--- src/rtl/cart_xlate_pkg.sv ---
package cart_xlate_pkg;

   typedef enum logic [1:0] {
      RGN_NONE   = 2'd0,
      RGN_SWITCH = 2'd1,
      RGN_FIXED  = 2'd2
   } cpu_rgn_e;

   // Top two CPU address bits: 10 = switchable window, 11 = fixed window
   function automatic cpu_rgn_e decode_rgn(input logic [1:0] top_bits);
      case (top_bits)
         2'b10:   decode_rgn = RGN_SWITCH;
         2'b11:   decode_rgn = RGN_FIXED;
         default: decode_rgn = RGN_NONE;
      endcase
   endfunction

endpackage

--- src/rtl/cart_bank_reg.sv ---
module cart_bank_reg #(
   parameter int DATA_W     = 8,
   parameter int PRG_BANK_W = 2,
   parameter int PAT_BANK_W = 4
) (
   input  logic                  clk,
   input  logic                  rst_n,
   input  logic                  load,
   input  logic [DATA_W-1:0]     wdata,
   output logic [PRG_BANK_W-1:0] prg_bank,
   output logic [PAT_BANK_W-1:0] pat_bank
);

   localparam int PRG_LSB = DATA_W - PRG_BANK_W;

   generate
      if (PRG_BANK_W + PAT_BANK_W > DATA_W) begin : g_bad_split
         $error("bank fields overlap inside the data byte");
      end
   endgenerate

   always_ff @(posedge clk) begin
      if (!rst_n) begin
         prg_bank <= '0;
         pat_bank <= '0;
      end else if (load) begin
         prg_bank <= wdata[DATA_W-1:PRG_LSB];
         pat_bank <= wdata[PAT_BANK_W-1:0];
      end
   end

endmodule

--- src/rtl/cart_prg_xlate.sv ---
module cart_prg_xlate #(
   parameter int PRG_BANK_W    = 2,
   parameter int PRG_WIN_W     = 14,
   parameter bit FIX_UPPER_LAST = 1'b1
) (
   input  logic                           upper_win,
   input  logic [PRG_WIN_W-1:0]           win_offset,
   input  logic [PRG_BANK_W-1:0]          sel_bank,
   output logic [PRG_BANK_W+PRG_WIN_W-1:0] rom_addr
);

   localparam logic [PRG_BANK_W-1:0] LAST_BANK = '1;

   logic [PRG_BANK_W-1:0] eff_bank;

   generate
      if (FIX_UPPER_LAST) begin : g_fixed_upper
         assign eff_bank = upper_win ? LAST_BANK : sel_bank;
      end else begin : g_flat
         assign eff_bank = sel_bank;
      end
   endgenerate

   assign rom_addr = {eff_bank, win_offset};

endmodule

--- src/rtl/cart_pat_xlate.sv ---
module cart_pat_xlate #(
   parameter int VID_AW     = 14,
   parameter int PAT_BANK_W = 4,
   parameter int PAT_WIN_W  = 12
) (
   input  logic [VID_AW-1:0]               vid_addr,
   input  logic                            vid_rd,
   input  logic                            vid_wr,
   input  logic [PAT_BANK_W-1:0]           sel_bank,
   output logic [PAT_BANK_W+PAT_WIN_W-1:0] ram_addr,
   output logic                            rd_en,
   output logic                            wr_en
);

   // Pattern space is two windows: addresses below 2 * 2**PAT_WIN_W
   localparam int SPACE_MSB = PAT_WIN_W + 1;

   generate
      if (VID_AW <= SPACE_MSB) begin : g_bad_width
         $error("video address too narrow for two pattern windows");
      end
   endgenerate

   logic                  in_space;
   logic                  upper_win;
   logic [PAT_BANK_W-1:0] eff_bank;

   assign in_space  = (vid_addr[VID_AW-1:SPACE_MSB] == '0);
   assign upper_win = vid_addr[PAT_WIN_W];
   assign eff_bank  = upper_win ? sel_bank : '0;
   assign ram_addr  = {eff_bank, vid_addr[PAT_WIN_W-1:0]};
   assign rd_en     = vid_rd & in_space;
   assign wr_en     = vid_wr & in_space;

endmodule

--- src/rtl/cart_bank_xlate.sv ---
module cart_bank_xlate
   import cart_xlate_pkg::*;
#(
   parameter int CPU_AW      = 16,
   parameter int VID_AW      = 14,
   parameter int DATA_W      = 8,
   parameter int PRG_BANK_W  = 2,
   parameter int PAT_BANK_W  = 4,
   parameter int PRG_WIN_W   = 14,
   parameter int PAT_WIN_W   = 12,
   parameter bit MIRROR_VERT = 1'b1,
   localparam int PRG_AW     = PRG_BANK_W + PRG_WIN_W,
   localparam int PAT_AW     = PAT_BANK_W + PAT_WIN_W
) (
   input  logic              clk,
   input  logic              rst_n,
   input  logic [CPU_AW-1:0] cpu_addr,
   input  logic [DATA_W-1:0] cpu_data,
   input  logic              cpu_wr,
   input  logic [VID_AW-1:0] vid_addr,
   input  logic              vid_rd,
   input  logic              vid_wr,
   output logic [PRG_AW-1:0] prg_addr,
   output logic [PAT_AW-1:0] pat_addr,
   output logic              pat_rd_en,
   output logic              pat_wr_en,
   output logic              mirror_vert
);

   generate
      if (CPU_AW != PRG_WIN_W + 2) begin : g_bad_cpu
         $error("CPU space must be four program windows");
      end
   endgenerate

   cpu_rgn_e              rgn;
   logic                  reg_load;
   logic [PRG_BANK_W-1:0] prg_bank_q;
   logic [PAT_BANK_W-1:0] pat_bank_q;

   assign rgn      = decode_rgn(cpu_addr[CPU_AW-1:CPU_AW-2]);
   assign reg_load = cpu_wr && (rgn == RGN_SWITCH);

   cart_bank_reg #(
      .DATA_W    (DATA_W),
      .PRG_BANK_W(PRG_BANK_W),
      .PAT_BANK_W(PAT_BANK_W)
   ) u_reg (
      .clk     (clk),
      .rst_n   (rst_n),
      .load    (reg_load),
      .wdata   (cpu_data),
      .prg_bank(prg_bank_q),
      .pat_bank(pat_bank_q)
   );

   cart_prg_xlate #(
      .PRG_BANK_W    (PRG_BANK_W),
      .PRG_WIN_W     (PRG_WIN_W),
      .FIX_UPPER_LAST(1'b1)
   ) u_prg (
      .upper_win (rgn == RGN_FIXED),
      .win_offset(cpu_addr[PRG_WIN_W-1:0]),
      .sel_bank  (prg_bank_q),
      .rom_addr  (prg_addr)
   );

   cart_pat_xlate #(
      .VID_AW    (VID_AW),
      .PAT_BANK_W(PAT_BANK_W),
      .PAT_WIN_W (PAT_WIN_W)
   ) u_pat (
      .vid_addr(vid_addr),
      .vid_rd  (vid_rd),
      .vid_wr  (vid_wr),
      .sel_bank(pat_bank_q),
      .ram_addr(pat_addr),
      .rd_en   (pat_rd_en),
      .wr_en   (pat_wr_en)
   );

   generate
      if (MIRROR_VERT) begin : g_mirror_v
         assign mirror_vert = 1'b1;
      end else begin : g_mirror_h
         assign mirror_vert = 1'b0;
      end
   endgenerate

endmodule

--- config.mk ---
export PLATFORM = sky130hd
export DESIGN_NAME = cart_bank_xlate
export DESIGN_NICKNAME = d
export VERILOG_FILES = /design/src/rtl/cart_xlate_pkg.sv /design/src/rtl/cart_bank_reg.sv /design/src/rtl/cart_prg_xlate.sv /design/src/rtl/cart_pat_xlate.sv /design/src/rtl/cart_bank_xlate.sv
export SDC_FILE = /design/constraint.sdc
export NUM_CORES = 1
export LEC_CHECK = 0
export BUFFER_PORTS_ARGS = -buffer_cell sky130_fd_sc_hd__buf_2
export CORE_AREA = 2 2 49 51
export DETAILED_ROUTE_END_ITERATION = 10
export DIE_AREA = 0 0 51 53
export PLACE_DENSITY = 0.7
export SKIP_CTS_REPAIR_TIMING = 1
export SLEW_MARGIN = 20
export SYNTH_ARGS = -nofsm -noshare
export SYNTH_HDL_FRONTEND = slang
export SYNTH_SLANG_ARGS = --single-unit
--- constraint.sdc ---
create_clock -name clk -period 0.8 [get_ports clk]
set_input_delay 0.04 -clock clk [delete_from_list [all_inputs] [get_ports clk]]
set_output_delay 0.04 -clock clk [all_outputs]
set_load 0.1 [all_outputs]
# [Yosys cells after proc, flatten, opt, wreduce, memory -nomap -nowiden]
# Index checks and enable logic that the tools add are counted.
# Widths: inputs -> output; s select.
[totals] rom_bits=0 mem_count=0 ram_bits=0 register_bits=6 word_cells=13 latchBits=0
[op_classes] n_shift=0 n_lt_le_gt_ge=0 mul=0 n_addsub=0 n_reduce_logical=1 eq_ne=4 div_mod_pow=0 n_bitwise=3 mux=3
[op_table] operator="$eq 2x2->1 const B" n=3
[op_table] operator="$mux 4" n=1
[op_table] operator="$pmux 2 s2" n=1
[op_table] operator="$and 1x1->1" n=2
[op_table] operator="$eq 2x1->1 const B" n=1
[op_table] operator="$mux 2" n=1
[op_table] operator="$logic_and 1x1->1" n=1
[op_table] operator="$not 1->1" n=1

# [Depth between registers and ports, before layout]
# Gate-level depths: netlist of run 1.
[depth] depth_word=4 mapped_depth=3

# [By module]
# Synthesis of run 1 repeated with hierarchy kept, for this count alone.
[hier_totals] cells_unflattened=57 area_unflattened_um2=501.7
[by_module_without_submodules] mod="cart_bank_reg" area_each_um2=229.0 cells_each=19 instances=1
[by_module_without_submodules] mod="cart_pat_xlate" area_each_um2=127.6 cells_each=18 instances=1
[by_module_without_submodules] mod="cart_prg_xlate" area_each_um2=117.6 cells_each=16 instances=1
[by_module_without_submodules] mod="cart_bank_xlate" area_each_um2=27.5 cells_each=4 instances=1

# [Least setup slack after synthesis of run 1]
# No wires, ideal clock.
[synth_timing] path_type="input -> output" start="in vid_addr[13]" end="out pat_rd_en" path_stages=1 setup_slack_ps=-615 required_time_ps=760 arrival_ps=1375 n_path_buf=0 path_cell_list="nor2b_1"
[synth_between] elab_chain_cells=2
[synth_rtl] item="start: declaration" line_no="cart_bank_xlate.sv:20" text="input logic [VID_AW-1:0] vid_addr,"
[synth_rtl] item="$not 1->1" line_no="cart_pat_xlate.sv:28" text="assign in_space = (vid_addr[VID_AW-1:SPACE_MSB] == '0);"
[synth_rtl] item="$and 1x1->1" line_no="cart_pat_xlate.sv:32" text="assign rd_en = vid_rd & in_space;"
[synth_rtl] item="end: declaration" line_no="cart_bank_xlate.sv:25" text="output logic pat_rd_en,"
# Every way passes these cells.

# [Worst setup path in the final report of run 1]
[layout_timing] start="reg u_reg.prg_bank[1]" end="out prg_addr[15]"
[layout_between] elab_chain_cells=1
[layout_rtl] item="start: declaration" line_no="cart_bank_reg.sv:10" text="output logic [PRG_BANK_W-1:0] prg_bank,"
[layout_rtl] item="start signal: assignment" line_no="cart_bank_reg.sv:27" text="prg_bank <= wdata[DATA_W-1:PRG_LSB];"
[layout_rtl] item="$mux 2" line_no="cart_prg_xlate.sv:18" text="assign eff_bank = upper_win ? LAST_BANK : sel_bank;"
[layout_rtl] item="end: declaration" line_no="cart_bank_xlate.sv:23" text="output logic [PRG_AW-1:0] prg_addr,"
# Every way passes these cells.

==> metrics.csv, run 1 <==
stage;metric;value;unit
floorplanning;die_w;51;um
floorplanning;dieArea;2700;sq um
cts;root_buffer;clkbuf_4;
layout;fill_cells;225;
critical_path;r2r_slack;0.14;ns
pwr;power_density;1430;nW/um^2
timing;fmax;1070;MHz
pwr;ir_drop;0.000366;V
cts;cts-buffers-inserted;3;
yosys;synthCells;63;
worst_hold_path;hold_class;primary input to flip-flop;
yosys;syn_area;512;sq um
timing;hold_violations;0;
pwr;total_power;920;uW
critical_path;path_cells;a21o_4 > buf_12;
yosys;synth_top_area_cell;buf_4;
timing;worst_slack;-0.138;ns
pwr;p_leak;0.293;nW
status;status;finished, violations left;
drt;drc_errors;0;
yosys;syn_nets;106;
status;violations;setup timing;
critical_path;worstSetupPathType;flip-flop to primary output;
yosys;ys.flop_type;dfxtp_1;
yosys;synthTopCellsByArea;buf_4 40%, dfxtp_1 23%, mux2i_1 12%, nand2_1 8.8%, and2_1 4.9%;
grt;grtUsageTotal;6.97;%
timing;rsz0062_at_grt;true;
drt;drt-vias-per-instance;3.64;
cts;clk_latency;0.24;ns
timing;skew;0;ns
cts;htreeDepth;1;
floorplanning;fp.coreArea;2150;sq um
critical_path;r2r_cells;3;
run;cap_violations;0;
cts;clkSlewWorstSetupHoldPaths;0.04;ns
critical_path;slowest_stage;dfxtp_2;
critical_path;cp.arrival;0.90;ns
place;gp_congestion;0.611;
yosys;yosysMostFrequentCell;buf_4;
layout;fin_area;643;sq um
yosys;seq_area_frac_synth;23.5;%
grt;antenna_found_initial;0;
grt;first_global_vias;340;
critical_path;cp_max_fo;2;
layout;synthToLayoutAreaGrowth;25.7;%
yosys;yosys_warnings;0;
layout;drive_above_1_share;67.7;%
worst_hold_path;hold_depth;3;
floorplanning;ioPinCount;78;
layout;diodes;0;
grt;grt_overflow_total;0;
critical_path;required;0.76;ns
place;port_buffers;22;
yosys;async_flop_share;0;%
timing;finalMaxSlewViolations;0;
critical_path;start_kind;flip-flop;
timing;hold_slack;0.0424;ns
cts;cts_tree;yes;
yosys;yosysUniqueCellTypes;11;
yosys;synth-seq-cells;6;
floorplanning;start_util;23.8;%
drt;wl_per_cell;9.50;um
yosys;yosysTopAreaCellShare;39.6;%
floorplanning;core.rowCount;17;
timing;post-route-period-util;117;%
yosys;syn-mean-instance-area;8.12;sq um
drt;drtAntennaViolNets;0;
timing;fin_crit;0.938;ns
cts;cts_buffer_depth;2;
yosys;netlist_top_cells_count;27 x buf_4, 12 x nand2_1, 6 x dfxtp_1, 6 x mux2i_1, 4 x and2_1;
grt;grt_max_degree;13;
timing;finalSetupViolations;6;
floorplanning;die-height;53;um
place;placed_cell_area;581;sq um
critical_path;max_stage_delay;0.32;ns
yosys;synth_edf_count;0;
drt;drt_iter0_markers;2;
grt;grt_first_pass_wirelength;1350;um
critical_path;endpoint_kind;primary output;
cts;cts.sinks;6;
layout;nets;107;
drt;routed-via-count;328;
drt;routed_wirelength;855;um
drt;firstDrtPassIters;4;
[worst max-delay path, delay by kind of cell, from the launching register on]
family	cells	cell delay (ns)
buf+inv	1	0.16
flops	1	0.32
compound gates	1	0.18
[state kept, by name, summed over array words and instances (netlist names)]
signal,cells
u_reg.pat_bank,4
u_reg.prg_bank,2
[cell type report]
| class | count | area [sq um] | area share, % |
|---|---|---|---|
| tap | 28 | 35.0 | 5.45 |
| clock buffer | 3 | 22.5 | 3.50 |
| timing repair buffer | 25 | 253 | 39.3 |
| multi-input combinational | 28 | 205 | 31.9 |
| sequential | 6 | 128 | 19.8 |
[through the flow]
stage / setup WS [ns] / setup TNS, ns / utilization [%] / instances
2_1_floorplan: -0.0974 / -0.0974 / - / 63
3_3_place_gp: 0.0490 / 0 / 27.0 / 85
3_5_place_dp: 0.00885 / 0 / 27.0 / 85
4_1_cts: -0.166 / -0.898 / 28.1 / 88
5_1_grt: -0.165 / -0.866 / 29.9 / 90
6_report: -0.138 / -0.672 / 29.9 / 90
[power breakdown]
group | switching [mW] | total [mW] | internal [mW] | leakage [nW]
Combinational | 0.203 | 0.334 | 0.131 | 0.227
Sequential | 0.00565 | 0.318 | 0.313 | 0.0515
Clock | 0.0992 | 0.268 | 0.169 | 0.0138
Total | 0.308 | 0.920 | 0.612 | 0.293
[cell families (layout without fill, tap and decap cells)]
family                 count (synthesis)  in the layout  share of synthesized area, %
AOI/OAI and AO/OA                      2              2                          3.42
buffers and inverters                 29             28                          42.8
muxes                                  6              6                          11.7
and+or+nand+nor                       19             19                          17.8
other                                  1              1                         0.733
DFF                                    6              6                          23.5
[path summary, 6_finish.rpt]
| kind | startpoint | end |
|---|---|---|
| hold reg to reg | u_reg.pat_bank[2] | u_reg.pat_bank[2] |
| setup / recovery | u_reg.prg_bank[1] | prg_addr[15] |
| hold / removal | cpu_data[6] | u_reg.prg_bank[0] |
| setup reg to reg | u_reg.pat_bank[0] | u_reg.pat_bank[0] |
[layer usage]
metal | share of wire, % | wire, um | global-route usage (%) | vias up
met5 | 0 | 0 | 0 | -
met4 | 1.5 | 13 | 7.66 | 0
li1 | - | - | - | 166
met3 | 14 | 116 | 5.08 | 6
met2 | 52 | 445 | 9.52 | 15
met1 | 33 | 280 | 6.32 | 141
[placed cells by master, fill, tap and decap left out, drive strengths merged]
cell | synthesis | layout
clkbuf | 0 | 3
and3b | 1 | 1
dfxtp | 6 | 6
and2 | 4 | 4
buf | 29 | 25
a21o | 2 | 2
nand2 | 12 | 12
nor2b | 2 | 2
conb | 1 | 1
mux2i | 6 | 6
(Power assumes the default switching activity.)
==> run 2: changes to the inputs <==
Settings changed: PLACE_DENSITY 0.7 to default, PLACE_DENSITY_LB_ADDON from default to 0.2.
==> metrics.csv, run 2 (synthesis results as in run 1) <==
stage;metric;value;unit;change
status;status;finished, violations left;;
status;violations;setup timing;;
critical_path;endpoint_kind;primary output;;
grt;grt_overflow_total;0;;unchanged
floorplanning;fp.coreArea;2150;sq um;unchanged
layout;final_util;29.9;%;unchanged
cts;htreeDepth;1;;unchanged
timing;fin_crit;0.951;ns;+0.0130 ns
pwr;cellInternalPower;613;uW;+0.16%
layout;largest_reg_flops;4;;unchanged
timing;finalMaxSlewViolations;0;;unchanged
layout;synthToLayoutAreaGrowth;25.7;%;unchanged
layout;nets;107;;unchanged
timing;finalSetupViolations;6;;unchanged
critical_path;worstSetupPathType;flip-flop to primary output;;
worst_hold_path;hold_class;primary input to flip-flop;;
timing;timing.setup.tns;-0.715;ns;-0.0428 ns
pwr;switching_share;34.3;%;+0.86 points
timing;hold_violations;0;;unchanged
layout;reg_top3;u_reg.pat_bank (4), u_reg.prg_bank (2);;
layout;fin_cells;90;;unchanged
cts;cts_buffer_depth;2;;unchanged
place;dp.cells;86;;+1.2%
place;gp_congestion;0.633;;+3.5%
layout;final_common_cell;buf_2;;
floorplanning;die_w;51;um;unchanged
timing;skew;0;ns;unchanged
pwr;seqPwrFrac;34.1;%;-0.5 points
drt;wl_per_cell;9.87;um;+3.9%
layout;fin_area;643;sq um;unchanged
cts;cts.sinks;6;;unchanged
critical_path;r2r_slack;0.16;ns;+0.02 ns
cts;root_buffer;clkbuf_4;;
critical_path;cp_max_fo;2;;unchanged
grt;grtUsageTotal;7.03;%;+0.060 points
pwr;clkPwrFrac;30.2;%;+1.0 points
cts;cts_tree;yes;;
grt;grt_max_degree;13;;unchanged
floorplanning;start_util;23.8;%;unchanged
floorplanning;dieArea;2700;sq um;unchanged
layout;largest_register;u_reg.pat_bank;;
floorplanning;die-height;53;um;unchanged
pwr;power_density;1450;nW/um^2;+1.5%
pwr;p_switching;321;uW;+4.1%
grt;antenna_found_initial;0;;unchanged
place;placed_cell_area;588;sq um;+1.3%
drt;drt-vias-per-instance;3.77;;+3.4%
critical_path;cp.arrival;0.91;ns;about the same
cts;cts-buffers-inserted;3;;unchanged
timing;post-route-period-util;119;%;+1.6 points
layout;drive_above_1_share;67.7;%;unchanged
place;dp_hpwl;719;um;
layout;diodes;0;;unchanged
cts;clk_latency;0.24;ns;about the same
critical_path;r2r_start;u_reg.pat_bank[3];;
drt;routed-via-count;339;;+3.4%
drt;drtAntennaViolNets;0;;unchanged
worst_hold_path;hold_depth;3;;unchanged
pwr;ir_drop;0.000452;V;+24%
grt;first_global_vias;325;;-4.4%
timing;worst_slack;-0.151;ns;-0.0130 ns
drt;firstDrtPassIters;1;;-3
pwr;p_leak;0.293;nW;about the same
drt;drc_errors;0;;unchanged
layout;final_cell_mix;14 x buf_2, 12 x nand2_1, 8 x buf_12;;
floorplanning;ioPinCount;78;;unchanged
place;port_buffers;22;;unchanged
timing;rsz0062_at_grt;true;;
floorplanning;core.rowCount;17;;unchanged
critical_path;r2r_cells;3;;unchanged
run;cap_violations;0;;unchanged
drt;drt_iter0_markers;0;;-2
drt;routed_wirelength;888;um;+3.9%
cts;clkSlewWorstSetupHoldPaths;0.05;ns;about the same
layout;fill_cells;234;;+4.0%
critical_path;start_kind;flip-flop;;
worst_hold_path;holdPathEnd;u_reg.prg_bank[1];;
worst_hold_path;min-delay-start;cpu_data[7];;
grt;grt_first_pass_wirelength;1320;um;-2.1%
critical_path;r2r-end;u_reg.pat_bank[3];;
timing;fmax;1050;MHz;-1.4%
pwr;p_comb_share;35.8;%;-0.5 points
critical_path;required;0.76;ns;about the same
## run 2: cell counts in the layout (fill, tap and decap cells not counted)
Identical to the previous run, type by type.
## run 2: critical path: stages (launching register included)
cell	delay (ns)
dfxtp_2	0.32
a21o_4	0.18
buf_12	0.16
## run 2: per-layer routing
metal	part of all wire, %	wire length [um]	global-route usage [%]	vias to the layer above
li1	-	-	-	167
met1	38	334	7.01	147
met2	50	443	9.96	17
met3	9.6	85	3.95	8
met4	2.8	25	7.21	0
met5	0	0	0	-
## run 2: power by group through the flow
stage | sequential [mW] | clock (mW) | combinational (mW)
after floorplan | 0.319 | 0 | 0.818
after global placement | 0.321 | 0 | 0.323
after detailed placement | 0.321 | 0 | 0.324
after CTS | 0.315 | 0.301 | 0.324
after global routing | 0.319 | 0.322 | 0.349
final | 0.318 | 0.282 | 0.334
## run 2: area by class of cell
class	count	area (sq um)	share of cell area (%)
multi-input cells	28	205	31.9
flip-flops and latches	6	128	19.8
well taps	28	35.0	5.45
clock buffers	3	22.5	3.50
repair buffers	25	253	39.3
## run 2: worst max path at each step
| stage | slack (ns) | cells past startpoint | startpoint | end |
|---|---|---|---|---|
| global placement | 0.05 | 4 | cpu_addr[14] | u_reg.pat_bank[3] |
| floorplan | -0.1 | 1 | vid_rd | pat_rd_en |
| detailed placement | 0.02 | 4 | cpu_addr[14] | u_reg.pat_bank[1] |
| CTS | -0.18 | 2 | u_reg.prg_bank[0] | prg_addr[14] |
| global route | -0.18 | 2 | u_reg.prg_bank[0] | prg_addr[14] |
| finish | -0.15 | 2 | u_reg.prg_bank[0] | prg_addr[14] |
## run 2: through the flow
stage	hold slack [ns]	worst slack (ns)	power (mW)
detailed placement	0.0807	0.0247	0.645
global route	0.0424	-0.183	0.989
finish	0.0358	-0.151	0.934
global placement	0.0807	0.0494	0.644
floorplan	0.181	-0.0974	1.14
CTS	0.0344	-0.179	0.941
